### src/rtl/wpg_pkg.sv
package wpg_pkg;

   localparam int STS_W        = 8;
   localparam int STS_LOCK_BIT = 7;
   localparam int STS_RGN_LO   = 2;
   localparam int STS_WEL_BIT  = 1;
   localparam int STS_BUSY_BIT = 0;
   localparam int NUM_SEG      = 4;

   typedef enum logic [1:0] {
      RGN_NONE    = 2'b00,
      RGN_QUARTER = 2'b01,
      RGN_HALF    = 2'b10,
      RGN_ALL     = 2'b11
   } region_e;

   typedef struct packed {
      logic    lock_en;
      region_e region;
   } nv_state_t;

   function automatic logic [STS_W-1:0] pack_status(nv_state_t st, logic wel);
      logic [STS_W-1:0] b;
      b = '0;
      b[STS_LOCK_BIT]               = st.lock_en;
      b[STS_RGN_LO+1 : STS_RGN_LO]  = st.region;
      b[STS_WEL_BIT]                = wel;
      b[STS_BUSY_BIT]               = 1'b0;
      return b;
   endfunction

endpackage

### src/rtl/wpg_region.sv
module wpg_region
   import wpg_pkg::*;
#(
   parameter int SIG_W = 10
)(
   input  region_e          region,
   input  logic [SIG_W-1:0] addr,
   output logic             hit
);

   localparam int SEG_BITS = 2;

   logic [SEG_BITS-1:0] seg;
   logic [NUM_SEG-1:0]  seg_prot;

   generate
      if (SIG_W < SEG_BITS) begin : g_bad_sig_w
         $error("wpg_region: SIG_W must be at least 2");
      end
   endgenerate

   assign seg = addr[SIG_W-1 -: SEG_BITS];

   // Segment q is protected when the region code reaches down to it from the top.
   generate
      for (genvar q = 0; q < NUM_SEG; q++) begin : g_seg
         always_comb begin
            unique case (region)
               RGN_NONE:    seg_prot[q] = 1'b0;
               RGN_QUARTER: seg_prot[q] = (q == NUM_SEG - 1);
               RGN_HALF:    seg_prot[q] = (q >= NUM_SEG / 2);
               default:     seg_prot[q] = 1'b1;
            endcase
         end
      end
   endgenerate

   assign hit = seg_prot[seg];

   always_comb begin
      if (region == RGN_NONE) begin
         p_none_protects_nothing_r1: assert (hit == 1'b0);
      end
      if (region == RGN_ALL) begin
         p_all_protects_everything_r4: assert (hit == 1'b1);
      end
   end

endmodule

### src/rtl/wpg_wel.sv
module wpg_wel (
   input  logic clk,
   input  logic rst_n,
   input  logic set_i,
   input  logic clr_i,
   input  logic done_i,
   output logic wel_o
);

   always_ff @(posedge clk or negedge rst_n) begin
      if (!rst_n) begin
         wel_o <= 1'b0;
      end else if (clr_i || done_i) begin
         wel_o <= 1'b0;
      end else if (set_i) begin
         wel_o <= 1'b1;
      end
   end

   p_clear_wins_r9: assert property (@(posedge clk) disable iff (!rst_n)
      (clr_i || done_i) |=> !wel_o);

   p_set_takes_r9: assert property (@(posedge clk) disable iff (!rst_n)
      (set_i && !clr_i && !done_i) |=> wel_o);

endmodule

### src/rtl/wpg_nvreg.sv
module wpg_nvreg
   import wpg_pkg::*;
#(
   parameter logic [1:0] INIT_REGION  = 2'b00,
   parameter logic       INIT_LOCK_EN = 1'b0
)(
   input  logic             clk,
   input  logic             rst_n,
   input  logic             wr_i,
   input  logic [STS_W-1:0] data_i,
   input  logic             wp_n_i,
   output nv_state_t        state_o,
   output logic             hw_lock_o
);

   nv_state_t init_st;
   assign init_st.lock_en = INIT_LOCK_EN;
   assign init_st.region  = region_e'(INIT_REGION);

   always_ff @(posedge clk or negedge rst_n) begin
      if (!rst_n) begin
         state_o <= init_st;
      end else if (wr_i) begin
         state_o.lock_en <= data_i[STS_LOCK_BIT];
         state_o.region  <= region_e'(data_i[STS_RGN_LO+1 : STS_RGN_LO]);
      end
   end

   assign hw_lock_o = !wp_n_i && state_o.lock_en;

   p_locked_bits_hold_r6: assert property (@(posedge clk) disable iff (!rst_n)
      (!wp_n_i && state_o.lock_en) |=> $stable(state_o));

   p_write_loads_r7: assert property (@(posedge clk) disable iff (!rst_n)
      wr_i |=> (state_o.region == $past(data_i[STS_RGN_LO+1 : STS_RGN_LO])
                && state_o.lock_en == $past(data_i[STS_LOCK_BIT])));

endmodule

### src/rtl/wp_guard.sv
module wp_guard
   import wpg_pkg::*;
#(
   parameter int         ADDR_W       = 16,
   parameter int         SIG_W        = 10,
   parameter logic [1:0] INIT_REGION  = 2'b00,
   parameter logic       INIT_LOCK_EN = 1'b0
)(
   input  logic              clk,
   input  logic              rst_n,
   input  logic              wren_set_i,
   input  logic              wren_clr_i,
   input  logic              sts_wr_i,
   input  logic [7:0]        sts_data_i,
   input  logic              arr_wr_i,
   input  logic [ADDR_W-1:0] arr_addr_i,
   input  logic              wp_n_i,
   output logic              sts_ok_o,
   output logic              arr_ok_o,
   output logic [7:0]        status_o
);

   generate
      if (SIG_W > ADDR_W) begin : g_bad_width
         $error("wp_guard: SIG_W must not exceed ADDR_W");
      end
   endgenerate

   nv_state_t nv;
   logic      hw_lock;
   logic      wel;
   logic      region_hit;

   wpg_region #(.SIG_W(SIG_W)) u_region (
      .region (nv.region),
      .addr   (arr_addr_i[SIG_W-1:0]),
      .hit    (region_hit)
   );

   assign sts_ok_o = sts_wr_i && wel && !hw_lock;
   assign arr_ok_o = arr_wr_i && wel && !region_hit;

   wpg_nvreg #(
      .INIT_REGION  (INIT_REGION),
      .INIT_LOCK_EN (INIT_LOCK_EN)
   ) u_nvreg (
      .clk       (clk),
      .rst_n     (rst_n),
      .wr_i      (sts_ok_o),
      .data_i    (sts_data_i),
      .wp_n_i    (wp_n_i),
      .state_o   (nv),
      .hw_lock_o (hw_lock)
   );

   wpg_wel u_wel (
      .clk    (clk),
      .rst_n  (rst_n),
      .set_i  (wren_set_i),
      .clr_i  (wren_clr_i),
      .done_i (sts_ok_o || arr_ok_o),
      .wel_o  (wel)
   );

   assign status_o = pack_status(nv, wel);

   p_no_latch_no_grant_r8: assert property (@(posedge clk) disable iff (!rst_n)
      !status_o[STS_WEL_BIT] |-> (!sts_ok_o && !arr_ok_o));

   p_pin_lock_refuses_r6: assert property (@(posedge clk) disable iff (!rst_n)
      (!wp_n_i && status_o[STS_LOCK_BIT]) |-> !sts_ok_o);

   p_fixed_bits_zero_r10: assert property (@(posedge clk) disable iff (!rst_n)
      (status_o[6:4] == 3'b000) && !status_o[STS_BUSY_BIT]);

endmodule

### config.mk
export PLATFORM = sky130hd
export DESIGN_NAME = wp_guard
export DESIGN_NICKNAME = d
export VERILOG_FILES = /design/src/rtl/wpg_pkg.sv /design/src/rtl/wpg_region.sv /design/src/rtl/wpg_wel.sv /design/src/rtl/wpg_nvreg.sv /design/src/rtl/wp_guard.sv
export SDC_FILE = /design/constraint.sdc
export NUM_CORES = 1
export LEC_CHECK = 0
export ABC_AREA = 1
export BUFFER_PORTS_ARGS = -buffer_cell sky130_fd_sc_hd__buf_2
export CAP_MARGIN = 5
export CORE_AREA = 2 2 39 41
export CTS_CLUSTER_SIZE = 40
export DETAILED_ROUTE_END_ITERATION = 10
export DIE_AREA = 0 0 41 43
export HOLD_SLACK_MARGIN = 0.05
export PLACE_DENSITY = 0.57
export SYNTH_ARGS = -nofsm -noshare
export SYNTH_HDL_FRONTEND = slang
export SYNTH_HIERARCHICAL = 1
export SYNTH_SLANG_ARGS = --single-unit
### constraint.sdc
create_clock -name clk -period 0.9 [get_ports clk]
set_clock_uncertainty 0.05 [all_clocks]
set_input_delay 0.135 -clock clk [delete_from_list [all_inputs] [get_ports clk]]
set_output_delay 0.135 -clock clk [all_outputs]
set_load 0.01 [all_outputs]
==> run_results.csv <==
group,metric,value,unit
place,port_buffers,17,
power_and_ir_drop,p_switching,281,µW
synth,syn_inst,37,
sta,final-hold-violation-count,0,
finish,drive_gt1_frac,0.500,
worst_setup_path,end_kind,"primary output",
worst_setup_path,path_class,"reg -> out",
cts,clockRootBuffer,"clkbuf_4",
route,avgRoutedWirePerCell,7.69,µm
cts,cts_buffers,3,
grt,grt_overflow,0,
grt,grt_max_degree,5,
synth,syn_avg_cell_area,6.70,µm²
power_and_ir_drop,cellPowerDensity,1880,mW/mm²
route,routed_wl,615,µm
sta,fmax,790,MHz
cts,cts_tree,"built",
finish,final_cell_mix,"13 x buf_2, 10 x nand2_1, 7 x buf_6",
synth,ys_warn_count,6,
synth,ys_seq_area_frac,0.404,
power_and_ir_drop,sw_frac_of_total,0.311,
sta,drv_slew,0,
sta,setup_viol,10,
floorplan,num_io_pins,41,
cts,clock_latency,0.24,ns
route,viasPerCell,3.71,
power_and_ir_drop,p_clk_frac,0.254,
finish,final-instance-count-excl-fill,80,
floorplan,core_area,0.00138,mm²
worst_setup_path,critPathLaunchType,"flip-flop",
floorplan,start_util,0.179,
floorplan,fp.dieH,43,µm
route,drc,0,
grt,grt.total_usage,0.0876,
grt,grt_pass1_wl,972,µm
power_and_ir_drop,power.internal,621,µW
finish,fin_util,0.347,
place,hpwl,467,µm
worst_setup_path,critPathArrivalTime,1.08,ns
run,maxCapViolations,0,
worst_setup_path,reg2reg_depth,9,
route,via_count,297,
route,drt-pass1-iter-count,2,
place,gp_congestion,0.679,
power_and_ir_drop,p_seq_frac,0.289,
sta,fin_crit,1.27,ns
sta,setup_tns,-1.93,ns
status,violations,"setup timing",
cts,clkTransAtPathRegs,0.04,ns
worst_setup_path,crit_required,0.71,ns
worst_hold_path,min_path_cells,4,
finish,nets,97,
grt,grt_pass1_vias,272,
grt,antenna_found_initial,0,
synth,synth_cell_types,9,
status,status,"finished with violations",
power_and_ir_drop,power_leakage,0.288,nW
finish,synthToLayoutAreaGrowth,93.9,%
floorplan,dieArea,0.00176,mm²
sta,rsz0062_at_grt,"true",
floorplan,die_w,41,µm
sta,layout_setup_ws,-0.366,ns
route,ant_nets,0,
floorplan,rows,14,
finish,antenna_cells,0,
synth,synth-seq-cells,4,
synth,synth_area,248,µm²
place,dpl.cell_count,71,
worst_setup_path,cp_max_fo,3,
cts,htreeDepth,1,
worst_hold_path,hp-class,"in -> reg",
place,place_ws,-0.144,ns
power_and_ir_drop,ir_worst_vdd,0.000576,V
cts,clock-sinks,4,
finish,final_common_cell,"buf_2",
finish,nFillCells,162,
sta,fin_crit_sh,1.41,
route,drt-initial-drc-count,2,
cts,clock_path_buffers,2,
power_and_ir_drop,pwr-share-comb,0.457,
==> worst paths after layout <==
path                                          from                  to  slack [ns]
min in group asynchronous                    rst_n         u_wel/wel_o        0.18
worst max register to register  u_nvreg/state_o[2]  u_nvreg/state_o[0]       -0.18
max in group asynchronous                    rst_n  u_nvreg/state_o[0]        0.49
worst min register to register  u_nvreg/state_o[1]  u_nvreg/state_o[1]        0.52
worst min-delay path                    wren_clr_i         u_wel/wel_o        0.07
worst max-delay path            u_nvreg/state_o[0]            arr_ok_o       -0.37
==> stage by stage <==
step	power (mW)	cell area (µm²)	hold slack, ns
global placement	0.528	349	-0.106
detailed placement	0.530	349	-0.103
finish	0.902	480	0.0665
CTS	0.899	464	0.0655
floorplan	0.403	259	-0.211
global route	0.972	480	0.0789
==> critical path, stage by stage (launching register included) <==
cell     delay, ns
dfrtp_1       0.38
o21ai_1       0.12
nand2_1       0.06
inv_1         0.06
nand3_2       0.06
inv_1         0.06
buf_2         0.12
==> logic make-up (layout without fill, tap and decap cells) <==
logic type	count (synthesis)	count (layout)	synth area share
and+or+nand+nor	18	18	0.288
buffers and inverters	13	37	0.273
DFF	4	4	0.404
other	1	4	0.0151
AOI/OAI and AO/OA	1	1	0.0202
==> state kept, by name, indices dropped and copies added, names as in the netlist <==
signal,flops
u_wel/wel_o,1
u_nvreg/state_o,3
==> metal layers <==
layer,track usage,vias up,wire [µm]
met5,0,-,0
met4,0.0600,0,12
met3,0.0471,2,62
met2,0.134,12,339
met1,0.0844,130,201
li1,-,153,-
==> cell type report <==
type | instances | area, µm² | area share
Clock buffer | 3 | 22.5 | 0.0469
Tap cell | 16 | 20.0 | 0.0417
Multi-Input combinational cell | 23 | 106 | 0.221
Sequential cell | 4 | 100 | 0.208
Timing Repair Buffer | 26 | 199 | 0.414
Inverter | 8 | 32.5 | 0.0677
==> power by group through the flow <==
stage	combinational [mW]	sequential, mW	clock (mW)
after detailed placement	0.270	0.260	0
after global routing	0.455	0.270	0.247
after CTS	0.399	0.261	0.239
after global placement	0.269	0.258	0
after floorplan	0.118	0.285	0
final	0.412	0.261	0.229
==> synth_stat cells <==
cell	number	area [µm²]
o21ai_1	1	5.00
buf_4	5	37.5
nand2_1	12	45.0
inv_2	2	7.51
conb_1	1	3.75
inv_1	6	22.5
nand3_1	3	15.0
nor2_1	3	11.3
dfrtp_1	4	100
==> timing repair <==
| action | CTS | global route |
|---|---|---|
| buffers inserted | 2 | 1 |
| hold endpoints to repair | 7 | 0 |
| pin swaps | 1 | 0 |
| gates resized for setup | 7 | 6 |
| cloned | 0 | 0 |
| hold buffers | 4 | 0 |
| endpoints found under the setup margin | 10 | 10 |
No activity file was read; power rests on OpenSTA's default activity.
